[src/rtl/rdata_guard_pkg.sv]
package rdata_guard_pkg;

  // Strobes from the rule evaluator to the datapath
  typedef struct packed {
    logic capture;  // record current data word and cycle index
    logic tick;     // advance the cycle index
  } monStrobe_t;

endpackage

[src/rtl/rdata_guard_dp.sv]
module rdata_guard_dp
  import rdata_guard_pkg::*;
#(
  parameter int DATA_W = 32,
  parameter int CYC_W  = 16
) (
  input  logic              clk,
  input  logic              rstN,
  input  logic [DATA_W-1:0] busRdata,
  input  monStrobe_t        strobes,
  output logic              dataChanged,
  output logic [DATA_W-1:0] capData,
  output logic [CYC_W-1:0]  capCycle
);

  localparam logic [CYC_W-1:0] CYC_MAX = {CYC_W{1'b1}};

  logic [DATA_W-1:0] prevData;
  logic [CYC_W-1:0]  cycIdx;

  // Previous-value register feeding the change comparator
  always_ff @(posedge clk) begin
    if (!rstN) prevData <= '0;
    else       prevData <= busRdata;
  end

  assign dataChanged = (busRdata != prevData);

  // Cycle index since reset release, saturating
  always_ff @(posedge clk) begin
    if (!rstN)                              cycIdx <= '0;
    else if (strobes.tick && cycIdx != CYC_MAX) cycIdx <= cycIdx + 1'b1;
  end

  // Capture registers for the first offending word
  always_ff @(posedge clk) begin
    if (!rstN) begin
      capData  <= '0;
      capCycle <= '0;
    end else if (strobes.capture) begin
      capData  <= busRdata;
      capCycle <= cycIdx;
    end
  end


  cap_once_chk: assert property (@(posedge clk) disable iff (!rstN)
    (capData != '0 && !strobes.capture) |=> $stable(capData));


  cap_reset_chk: assert property (@(posedge clk)
    (!rstN) |=> (capData == '0 && capCycle == '0));

endmodule

[src/rtl/rdata_guard_ctrl.sv]
module rdata_guard_ctrl
  import rdata_guard_pkg::*;
#(
  parameter int CNT_W = 8
) (
  input  logic             clk,
  input  logic             rstN,
  input  logic             busCyc,
  input  logic             busStb,
  input  logic             busWe,
  input  logic             busSel,
  input  logic             busAck,
  input  logic             dataChanged,
  output monStrobe_t       strobes,
  output logic             violFlag,
  output logic [CNT_W-1:0] violCount
);

  localparam logic [CNT_W-1:0] CNT_MAX = {CNT_W{1'b1}};

  logic armed;
  logic readGrant;
  logic violNow;

  // Checking starts one cycle after reset release
  always_ff @(posedge clk) begin
    if (!rstN) armed <= 1'b0;
    else       armed <= 1'b1;
  end

  // Only a fully qualified, acknowledged read may move the data
  assign readGrant = busCyc & busStb & busSel & ~busWe & busAck;
  assign violNow   = armed & dataChanged & ~readGrant;

  assign strobes.capture = violNow & ~violFlag;
  assign strobes.tick    = 1'b1;

  always_ff @(posedge clk) begin
    if (!rstN) begin
      violFlag  <= 1'b0;
      violCount <= '0;
    end else if (violNow) begin
      violFlag <= 1'b1;
      if (violCount != CNT_MAX) violCount <= violCount + 1'b1;
    end
  end


  flag_sticky_chk: assert property (@(posedge clk) disable iff (!rstN)
    violFlag |=> violFlag);


  count_sat_chk: assert property (@(posedge clk) disable iff (!rstN)
    (violCount == CNT_MAX) |=> (violCount == CNT_MAX));


  exempt_chk: assert property (@(posedge clk) disable iff (!rstN)
    (!armed) |=> $stable(violCount));


  count_step_chk: assert property (@(posedge clk) disable iff (!rstN)
    (violCount != CNT_MAX) |=> (violCount - $past(violCount) <= 1));

endmodule

[src/rtl/rdata_guard.sv]
module rdata_guard
  import rdata_guard_pkg::*;
#(
  parameter int DATA_W = 32,
  parameter int CNT_W  = 8,
  parameter int CYC_W  = 16
) (
  input  logic              clk,
  input  logic              rstN,
  input  logic              busCyc,
  input  logic              busStb,
  input  logic              busWe,
  input  logic              busSel,
  input  logic              busAck,
  input  logic [DATA_W-1:0] busRdata,
  output logic              violFlag,
  output logic [CNT_W-1:0]  violCount,
  output logic [DATA_W-1:0] capData,
  output logic [CYC_W-1:0]  capCycle
);

  monStrobe_t strobes;
  logic       dataChanged;

  rdata_guard_ctrl #(.CNT_W(CNT_W)) i_ctrl (
    .clk         (clk),
    .rstN        (rstN),
    .busCyc      (busCyc),
    .busStb      (busStb),
    .busWe       (busWe),
    .busSel      (busSel),
    .busAck      (busAck),
    .dataChanged (dataChanged),
    .strobes     (strobes),
    .violFlag    (violFlag),
    .violCount   (violCount)
  );

  rdata_guard_dp #(.DATA_W(DATA_W), .CYC_W(CYC_W)) i_dp (
    .clk         (clk),
    .rstN        (rstN),
    .busRdata    (busRdata),
    .strobes     (strobes),
    .dataChanged (dataChanged),
    .capData     (capData),
    .capCycle    (capCycle)
  );


  grant_ok_chk: assert property (@(posedge clk) disable iff (!rstN)
    (busCyc && busStb && busSel && !busWe && busAck) |=> $stable(violCount));


  hold_ok_chk: assert property (@(posedge clk) disable iff (!rstN)
    (busRdata == $past(busRdata)) |=> $stable(violCount));


  write_viol_chk: assert property (@(posedge clk) disable iff (!rstN)
    (busWe && busRdata != $past(busRdata) && $past(rstN) && $past(rstN, 2)) |=> violFlag);

endmodule

[config.mk]
export PLATFORM = sky130hd
export DESIGN_NAME = rdata_guard
export DESIGN_NICKNAME = d
export VERILOG_FILES = /design/src/rtl/rdata_guard_pkg.sv /design/src/rtl/rdata_guard_dp.sv /design/src/rtl/rdata_guard_ctrl.sv /design/src/rtl/rdata_guard.sv
export SDC_FILE = /design/constraint.sdc
export NUM_CORES = 1
export LEC_CHECK = 0
export BUFFER_PORTS_ARGS = -buffer_cell sky130_fd_sc_hd__buf_2
export CORE_MARGIN = 10
export CORE_UTILIZATION = 57
export CTS_CLUSTER_DIAMETER = 60
export CTS_CLUSTER_SIZE = 30
export DETAILED_ROUTE_END_ITERATION = 10
export MAX_ROUTING_LAYER = met4
export PLACE_DENSITY = 0.87
export SLEW_MARGIN = 40
export SYNTH_ARGS = -nofsm -noshare
export SYNTH_HDL_FRONTEND = slang
export SYNTH_SLANG_ARGS = --single-unit
[constraint.sdc]
create_clock -name clk -period 3.65 [get_ports clk]
set_input_delay 1.095 -clock clk [delete_from_list [all_inputs] [get_ports clk]]
set_output_delay 1.095 -clock clk [all_outputs]
set_load 0.02 [all_outputs]
[Word level (Yosys, flattened, before mapping)]
Cells that the tools add are included.
Cells by class
  add/subtract/negate cells: 2
  equal/unequal tests: 3
  multiplexer cells: 1
  bitwise gates (word level): 10
  reductions and logical operators: 1
Operators with widths (number)
  $ne A32 B32 Y1: 1
  $add A16 B1 Y16 const B: 1
  $ne A16 B16 Y1 const B: 1
  $add A8 B1 Y8 const B: 1
  $ne A8 B8 Y1 const B: 1
  $and A1 B1 Y1: 7
  $not A1 Y1: 3
  $reduce_and A2 Y1: 1
  $mux W1: 1
Word-level totals
  bits in registers: 106
  bits of input ports: 39
  output and inout port bits: 57

[Logic depth before layout (Yosys ltp)]
Gate-level depths: netlist of the first run.
  word-level depth: 7
  gate-level depth with buffers: 8

[Hierarchy]
A second synthesis of the first run with hierarchy kept.
Second synthesis, totals
  cells, all modules: 420
  area total of the unflattened synthesis: 4321.6 um^2
Modules (own cells, without submodules)
  rdata_guard_dp: times used 1, cells each 362, area each 3774.9 um^2
  rdata_guard_ctrl: times used 1, cells each 58, area each 546.8 um^2

[Worst setup path after synthesis of the first run]
Ideal clock, no wire load.
  path type: input port to flip-flop
  from: input busRdata[24]
  to: register i_dp.capData[10]
  arrival time: 2371 ps
  required time: 3578 ps
  slack: 1207 ps
  cell stages on the path: 8
  cell sequence: xor2_1 nor4_1 nand4_1 nor2_2 or3_1 buf_6 buf_8 mux2i_1
Between the ends
  longest elaborated chain between the ends: 4
Ends and longest elaborated chain
  start, declared: RTL line rdata_guard.sv:15  | input logic [DATA_W-1:0] busRdata,
  $ne A32 B32 Y1: RTL line rdata_guard_dp.sv:27  | assign dataChanged = (busRdata != prevData);
  $and A1 B1 Y1 (2 in series): RTL line rdata_guard_ctrl.sv:33  | assign violNow = armed & dataChanged & ~readGrant;
  $and A1 B1 Y1: RTL line rdata_guard_ctrl.sv:35  | assign strobes.capture = violNow & ~violFlag;
  end signal, assigned: RTL line rdata_guard_dp.sv:41  | capData <= busRdata;
  end, declared: RTL line rdata_guard_dp.sv:12  | output logic [DATA_W-1:0] capData,
No other way between the ends.
A chain may end at the register's enable or synchronous reset.

[Worst setup path in the final report of the first run]
  from: input busRdata[19]
  to: register i_dp.capData[29]
The elaborated chain is that of the path after synthesis.

==> impl_metrics.yaml, run 1 <==
synthesis:
  synth_cells: 458
  synthArstFlopShare_pct: 0
  synth_nets: 499
  synth_seq_cells: 106
  synth_edf_count: 0
  ys_seq_area_share_pct: 50.2
  ys_warn_count: 0
  synth_area_um2: 4220
  synth.avg_cell_area_um2: 9.22
  ys.flop_type: "dfxtp_1"
  synth_cell_types: 35
clock_network:
  post_cts_buffers: 0
  cts.sinks: 106
  tritoncts: "yes"
  cts_inserted_buffers: 9
  clock-root-buffer: "clkbuf_8"
  clkLatencyLatePin_ns: 0.38
  htree_levels: 3
  clock_path_buffers: 2
  cts_resized: 0
  cts_hold_buffers: 0
  path_clk_slew_ns: 0.12
worst_setup_path:
  path_class: "input port to flop"
  startpoint: "busRdata[19]"
  cp.arrival_ns: 3.14
  required_ns: 3.96
  r2r_end: "i_dp.capData[29]"
  reg2reg_slack_ns: 1.34
  critPathCapture: "i_dp.capData[29]"
  r2r_start: "i_dp.prevData[19]"
  endpoint_kind: "flop"
  reg2regPathDepth: 7
  cp_max_fo: 33
  startpoint_type: "input port"
placement:
  dp_cells: 636
  port_buffers: 95
  routabilityCongestion: 0.888
  dp_hpwl_um: 6930
sta:
  hold_violations: 0
  setup_violations: 0
  worst_pin_slew_ns: 0.605
  finalMaxSlewViolations: 0
  rsz0062_at_grt: "no"
  setup_tns_ns: 0
  fin_crit_sh_pct: 77.6
  max_clock_freq_mhz: 353
  post-route-min-period_ns: 2.83
  fin_skew_ns: 0.0196
  relSlewSlack_pct: 59.6
drt:
  vias: 3301
  postRouteAntennaNets: 0
  viasPerCell: 5.06
  drtIter0Drc: 177
  drtPass1Iterations: 4
  wl_per_cell_um: 14.2
  wirelength_um: 9270
  drc: 0
power:
  power.internal_mw: 1.57
  p_sw_uw: 616
  power_density_nw_per_um2: 443
  power_mw: 2.19
  pwr-share-clk_pct: 32.8
  power_frac_seq_pct: 56.4
  power_leakage_nw: 2.50
  peakVddDrop_uv: 224
  swShare_pct: 28.1
  p_comb_share_pct: 10.8
cells_and_area:
  num_antenna_cells: 0
  fin_util_pct: 68.5
  drive_above_1_share_pct: 21.5
  final_cells: 652
  area_growth_pct: 17.1
  nets: 589
min_path:
  hp-class: "flop to flop"
floorplan:
  core_um2: 7210
  die_w_um: 106
  dieArea_um2: 11300
  boundaryPins: 96
  start_util_pct: 58.6
  die_y_um: 106
  rows: 31
global_route:
  antenna_found_initial: 0
  grt_pass1_vias: 3374
  track_usage_pct: 17.0
  grt_max_degree: 59
  grt_first_pass_wirelength_um: 15500
  overflow: 0
outcome:
  outcome: "finished clean"
flow_run:
  cap_viol_max_count: 0
-- power by group through the flow --
stage	logic (mW)	clock network [mW]	registers, mW
6_report	0.237	0.717	1.23
5_1_grt	0.263	0.780	1.24
4_1_cts	0.241	0.729	1.24
3_5_place_dp	0.239	0	1.26
3_3_place_gp	0.231	0	1.26
2_1_floorplan	0.129	0	1.29
-- state kept, by name (all words and copies together) (netlist names) --
name / flops
i_dp.prevData: 32
i_ctrl.armed: 1
i_dp.capCycle: 16
i_ctrl.violFlag: 1
i_ctrl.violCount: 8
i_dp.cycIdx: 16
i_dp.capData: 32
-- final cells by class --
| type | instances | area, um^2 |
|---|---|---|
| sequential | 106 | 2120 |
| clock buffer | 9 | 124 |
| multi-input combinational | 296 | 1840 |
| timing repair buffer | 99 | 518 |
| inverter | 36 | 135 |
| tap | 99 | 124 |
| clock inverter | 7 | 80.1 |
| fill | 601 | 2270 |
-- logic make-up after synthesis --
group	after synthesis	synth area share [%]
adder cells (fa/ha/maj)	2	0.592
buffers and inverters	56	6.19
XOR/XNOR	41	8.50
multiplexers	50	11.8
AO/OA/AOI/OAI	22	3.47
flip-flops	106	50.2
AND/OR/NAND/NOR	181	19.2
-- stage by stage --
step | instance area (um^2) | hold WS (ns) | worst slack, ns
after detailed placement | 4740 | 0.448 | 0.420
after CTS | 4940 | 0.468 | 0.805
after global routing | 4940 | 0.478 | 0.678
after global placement | 4740 | 0.442 | 0.559
final | 4940 | 0.462 | 0.819
after floorplan | 4220 | 0.459 | 1.21
-- cell usage in the layout (no fill, tap or decap), drive strengths merged, types with 2 or more instances in the layout --
master	Yosys	routed
o21ai	6	6
or3	5	5
buf	7	99
and3	6	6
inv	36	40
clkbuf	13	9
nand2b	3	3
ha	2	2
clkinv	0	2
a211oi	3	3
o211a	2	2
nand2	110	110
or4	2	2
nor3	8	8
a21oi	6	6
mux2i	50	50
nor2	16	16
xor2	37	37
nand3	11	11
nand4	7	7
and4	2	2
dfxtp	106	106
nor4	9	9
xnor2	4	4
-- Yosys cell counts, drive strengths merged (5+ instances only) --
library cell	n	share of area [%]
nor2	16	1.5
nand4	7	1.0
buf	7	1.8
dfxtp	106	50
nand2	110	9.8
a21oi	6	0.71
o21ai	6	0.71
mux2i	50	12
nor3	8	1.1
clkbuf	13	1.2
nor4	9	1.3
inv	36	3.2
and3	6	0.89
nand3	11	1.3
xor2	37	7.7
or3	5	0.74
-- worst min path at each step --
stage                     depth (start not counted)                 to  slack [ns]              start
after floorplan                                   2   i_dp.capCycle[5]        0.46     i_dp.cycIdx[5]
after global placement                            2    i_dp.capData[5]        0.44    i_dp.capData[5]
after detailed placement                          2  i_dp.capCycle[12]        0.45  i_dp.capCycle[12]
after CTS                                         2   i_dp.capCycle[2]        0.47   i_dp.capCycle[2]
after global routing                              2   i_dp.capCycle[8]        0.48   i_dp.capCycle[8]
final                                             2   i_dp.capCycle[4]        0.46   i_dp.capCycle[4]
-- metal layers --
| layer | part of all wire (%) | track usage, % | routed length, um |
|---|---|---|---|
| met2 | 50 | 28.9 | 4630 |
| met5 | 0 | - | 0 |
| met1 | 42 | 17.9 | 3890 |
| met3 | 5.4 | 5.01 | 500 |
| met4 | 2.7 | 7.35 | 251 |
-- worst max-delay path, stage by stage --
cell,delay (ns)
buf_2,0.11
xor2_1,0.15
nor4_1,0.40
nand4_1,0.21
nor2_2,0.44
or3_2,0.23
buf_12,0.24
mux2i_1,0.25
Note: power is estimated with default switching activity, not from simulation.
==> inputs of run 2 (changes only) <==
--- a/config.mk
+++ b/config.mk
@@ -5,14 +5,15 @@
 export SDC_FILE = /design/constraint.sdc
 export NUM_CORES = 1
 export LEC_CHECK = 0
+export ABC_AREA = 1
 export BUFFER_PORTS_ARGS = -buffer_cell sky130_fd_sc_hd__buf_2
 export CORE_MARGIN = 10
-export CORE_UTILIZATION = 57
+export CORE_UTILIZATION = 50
 export CTS_CLUSTER_DIAMETER = 60
 export CTS_CLUSTER_SIZE = 30
 export DETAILED_ROUTE_END_ITERATION = 10
 export MAX_ROUTING_LAYER = met4
-export PLACE_DENSITY = 0.87
+export PLACE_DENSITY = 0.79
 export SLEW_MARGIN = 40
 export SYNTH_ARGS = -nofsm -noshare
 export SYNTH_HDL_FRONTEND = slang
==> constraint.sdc (replaced) <==
create_clock -name clk -period 2.5 [get_ports clk]
set_input_delay 0.75 -clock clk [delete_from_list [all_inputs] [get_ports clk]]
set_output_delay 0.75 -clock clk [all_outputs]
set_load 0.02 [all_outputs]
==> run 2 against run 1 <==
  * Flip-flop and latch count is the same
  * Synthesized cell count grew 72%
  * Clock-buffer cell count grew 2
  * Sequential power grew 50%
  * Via count grew 37%
  * Total power grew 63%
  * Register-to-register slack lost 0.64 ns
  * Core utilization shrank 8.6 points
  * Critical path depth grew 4
  * Final cell count grew 55%
  * Critical path type unchanged
  * Critical endpoint is now i_ctrl.violCount[2]
==> impl_metrics.yaml, run 2 <==
drt:
  wirelength_um: 11300
  viasPerCell: 4.50
  drc: 0
  vias: 4536
  wl_per_cell_um: 11.2
  drtIter0Drc: 241
  postRouteAntennaNets: 0
  drtPass1Iterations: 4
clock_network:
  path_clk_slew_ns: 0.09
  cts.sinks: 106
  htree_levels: 3
  clock-root-buffer: "clkbuf_8"
  post_cts_buffers: 0
  cts_inserted_buffers: 9
  clock_path_buffers: 2
  tritoncts: "yes"
  cts_resized: 0
  cts_hold_buffers: 0
  clkLatencyLatePin_ns: 0.36
synthesis:
  synth_top_cell_area_share_pct: 41.3
  synth.most_common_cell: "nand2_1"
  synth_cell_types: 29
  synthTopCellsByArea: "dfxtp_1, nand2_1, inv_1"
  ys.flop_type: "dfxtp_1"
  yosysTopAreaCell: "dfxtp_1"
  synthArstFlopShare_pct: 0
  synth.avg_cell_area_um2: 6.52
  synth_nets: 829
  ys_seq_area_share_pct: 41.3
  ys_warn_count: 0
  synth_area_um2: 5140
  synth_edf_count: 0
  synth_seq_cells: 106
  synth.cells.most_frequent: "nand2_1, inv_1, dfxtp_1"
  synth_cells: 788
floorplan:
  rows: 36
  boundaryPins: 96
  start_util_pct: 51.9
  dieArea_um2: 14700
  die_y_um: 121
  core_um2: 9910
  die_w_um: 121
cells_and_area:
  drive_above_1_share_pct: 16.5
  final_common_cell: "nand2_1"
  num_antenna_cells: 0
  nets: 913
  largestRegisters: "i_dp.capData (32), i_dp.prevData (32)"
  final_cell_mix: "nand2_1, inv_1, dfxtp_1"
  area_growth_pct: 15.6
  fin_util_pct: 60.0
sta:
  setup_tns_ns: 0
  fin_crit_sh_pct: 76.5
  relSlewSlack_pct: 74.7
  finalMaxSlewViolations: 0
  post-route-min-period_ns: 1.91
  max_clock_freq_mhz: 523
  worst_pin_slew_ns: 0.380
  hold_violations: 0
  rsz0062_at_grt: "no"
  fin_skew_ns: 0.0116
  setup_violations: 0
  whs_ns: 0.476
global_route:
  grt_max_degree: 52
  overflow: 0
  antenna_found_initial: 0
  track_usage_pct: 16.1
  grt_pass1_vias: 4289
  grt_first_pass_wirelength_um: 19300
flow_run:
  cap_viol_max_count: 0
worst_setup_path:
  cp.arrival_ns: 2.18
  critical-path-max-stage-delay_ns: 0.20
  required_ns: 2.76
  path_class: "input port to flop"
  cp_max_fo: 47
  crit_slowest_cell: "xnor2_1"
  startpoint_type: "input port"
  crit_chain: "buf_2, xnor2_1, nand2_1, nor2_1, nand2_1, nor2_1, nand2_2, buf_12, nand3_1, nand2_1, inv_1, nor2_1"
  endpoint_kind: "flop"
power:
  power_leakage_nw: 3.42
  power_density_nw_per_um2: 602
  peakVddDrop_uv: 304
  power_mw: 3.58
outcome:
  outcome: "finished clean"
placement:
  dp_hpwl_um: 8330
  port_buffers: 95
  routabilityCongestion: 0.876
min_path:
  hp-class: "flop to flop"
-- run 2: cells by family after synthesis --
kind of cell,Yosys count,synth area share [%]
xor gates and xnor gates,28,4.77
DFF,106,41.3
and+or+nand+nor,379,31.8
buffers and inverters,250,19.2
AOI/OAI and AO/OA,23,2.51
adders and majority gates,2,0.487
-- run 2: metrics by stage --
step                      std cells  setup WS (ns)  area, um^2
after global placement          994          0.227        5740
after global routing           1008          0.389        5940
after detailed placement        994          0.195        5740
after CTS                      1008          0.578        5940
final                          1008          0.587        5940
after floorplan                 788          0.667        5140
-- run 2: critical path: cells and delay by family --
family / cells / cell delay (ns)
AND/OR/NAND/NOR: 8 / 0.81
buffers and inverters: 3 / 0.40
XOR/XNOR: 1 / 0.20
-- run 2: layer usage --
metal / wire length (um) / global-route usage (%) / vias up / part of all wire (%)
met3: 566 / 3.63 / 8 / 5.0
li1: - / - / 2467 / -
met2: 5430 / 27.0 / 79 / 48
met4: 113 / 4.69 / 0 / 1.0
met1: 5200 / 18.7 / 1982 / 46
met5: 0 / - / - / 0
-- run 2: layout make-up --
| class | count | area [um^2] |
|---|---|---|
| Fill cell | 1001 | 3970 |
| Clock inverter | 3 | 65.1 |
| Clock buffer | 11 | 141 |
| Sequential cell | 106 | 2120 |
| Timing Repair Buffer | 107 | 603 |
| Inverter | 216 | 811 |
| Tap cell | 133 | 166 |
| Multi-Input combinational cell | 432 | 2030 |
-- run 2: final timing paths --
kind | startpoint | endpoint | slack [ns] | depth (start not counted)
worst max-delay path | busRdata[30] | i_ctrl.violCount[2] | 0.59 | 12
worst min-delay path | i_dp.cycIdx[6] | i_dp.cycIdx[6] | 0.48 | 2
worst max register to register | i_dp.cycIdx[0] | i_dp.cycIdx[11] | 0.70 | 10
worst min register to register | i_dp.cycIdx[6] | i_dp.cycIdx[6] | 0.48 | 2
-- run 2: report_power, final --
part,switching (mW),internal (mW)
clock network,0.554,0.581
logic,0.377,0.226
registers,0.0520,1.79
==> inputs of run 3 (changes only) <==
==> constraint.sdc (replaced) <==
create_clock -name clk -period 1.7 [get_ports clk]
set_input_delay 0.51 -clock clk [delete_from_list [all_inputs] [get_ports clk]]
set_output_delay 0.51 -clock clk [all_outputs]
set_load 0.02 [all_outputs]
==> run 3 against run 2 <==
  * First-iteration DRC count up 39%
  * Sequential share of layout area shrank 2.2 points
  * Combinational power grew 64%
  * Total power up 43%
  * Worst setup slack worse by 0.47 ns
  * Worst hold slack got worse by 0.12 ns
  * Clock skew is 0.0012 ns higher
  * Highest routed layer unchanged
==> impl_metrics.yaml, run 3 (synthesis results as in run 2) <==
sta:
  fin_skew_ns: 0.0128
  setup_violations: 0
  post-route-min-period_ns: 1.58
  rsz0062_at_grt: "no"
  hold_violations: 0
  relSlewSlack_pct: 69.5
  finalMaxSlewViolations: 0
  max_clock_freq_mhz: 632
  layout_setup_ws_ns: 0.117
  fin_crit_sh_pct: 93.1
  worst_pin_slew_ns: 0.455
  setup_tns_ns: 0
worst_setup_path:
  startpoint_type: "flop"
  crit_chain: "ha_2, nand3_2, inv_2, nand4_4, nor2_4, buf_4, inv_1, nor3_1, o21ai_0, nand2_1, inv_1"
  cp_max_fo: 4
  endpoint_kind: "flop"
  cpMostUsedCell: "inv_1"
  cp.arrival_ns: 1.87
  crit_slowest_cell: "dfxtp_2"
  critical-path-max-stage-delay_ns: 0.35
  required_ns: 1.98
  path_class: "flop to flop"
drt:
  postRouteAntennaNets: 0
  wl_per_cell_um: 11.2
  viasPerCell: 4.48
  vias: 4701
  wirelength_um: 11800
  drc: 0
  drtPass1Iterations: 4
  drtIter0Drc: 334
clock_network:
  path_clk_slew_ns: 0.11
  clock-root-buffer: "clkbuf_8"
  tritoncts: "yes"
  clock_path_buffers: 2
  cts.sinks: 106
  cts_inserted_buffers: 9
  cts_hold_buffers: 0
  clkLatencyLatePin_ns: 0.37
  htree_levels: 3
cells_and_area:
  nets: 952
  area_growth_pct: 23.4
  final_common_cell: "nand2_1"
  drive_above_1_share_pct: 22.1
  num_antenna_cells: 0
  postLayoutCellArea_um2: 6340
  largestRegisters: "i_dp.capData (32), i_dp.prevData (32)"
  final_cell_mix: "nand2_1, inv_1, dfxtp_1"
placement:
  dp_hpwl_um: 8630
  routabilityCongestion: 0.828
  placed_area_um2: 6070
  pre_cts_ws_ns: -0.314
  port_buffers: 95
power:
  peakVddDrop_uv: 456
  power_density_nw_per_um2: 809
  power_leakage_nw: 3.67
  power_mw: 5.13
global_route:
  overflow: 0
  antenna_found_initial: 0
  grt_max_degree: 51
  grt_pass1_vias: 4401
  grt_first_pass_wirelength_um: 19900
  track_usage_pct: 16.7
floorplan:
  start_util_pct: 51.9
  core_um2: 9910
  boundaryPins: 96
  die_w_um: 121
  rows: 36
  die_y_um: 121
  dieArea_um2: 14700
outcome:
  outcome: "finished clean"
flow_run:
  cap_viol_max_count: 0
min_path:
  hp-class: "input port to flop"
[run 3: critical path, delay by kind of cell, from the launching register on]
family | cells | cell delay, ns
AND/OR/NAND/NOR | 5 | 0.57
flip-flops | 1 | 0.35
buffers and inverters | 4 | 0.31
adder cells (fa/ha/maj) | 1 | 0.19
AO/OA/AOI/OAI | 1 | 0.10
[run 3: report_power, final]
group | switching, mW | total [mW] | internal (mW)
Combinational | 0.585 | 0.988 | 0.403
Sequential | 0.0694 | 2.70 | 2.63
Clock | 0.864 | 1.44 | 0.579
Total | 1.52 | 5.13 | 3.61
[run 3: layer usage]
layer | routed length, um | GRT usage [%] | part of all wire, %
met2 | 5650 | 27.6 | 48
met3 | 718 | 4.70 | 6.1
met4 | 109 | 4.40 | 0.93
met1 | 5300 | 19.3 | 45
met5 | 0 | - | 0
[run 3: per-stage QoR]
step | util, % | hold WS (ns) | instances
2_1_floorplan | - | 0.444 | 788
3_3_place_gp | 61.2 | 0.465 | 1033
3_5_place_dp | 61.2 | 0.468 | 1033
4_1_cts | 63.0 | 0.353 | 1049
5_1_grt | 64.0 | 0.344 | 1049
6_report | 64.0 | 0.360 | 1049
[run 3: cell type report]
type / instances / area (um^2)
clock buffers: 11 / 141
clock inverters: 5 / 38.8
fillers: 922 / 3560
inverters: 216 / 811
multi-input cells: 432 / 2120
flip-flops and latches: 106 / 2130
well taps: 133 / 166
repair buffers: 146 / 946
[run 3: path summary, 6_finish.rpt]
check                      to  cells past startpoint  slack (ns)            from
max           i_dp.cycIdx[14]                     11        0.12  i_dp.cycIdx[0]
min          i_dp.prevData[1]                      3        0.36     busRdata[1]
max reg2reg   i_dp.cycIdx[14]                     11        0.12  i_dp.cycIdx[0]
min reg2reg    i_dp.cycIdx[6]                      2        0.48  i_dp.cycIdx[6]
[run 3: timing repair]
action / CTS / global route
endpoints found under the setup margin: 0 / 66
resized for setup: 0 / 26
setup buffers: 0 / 0
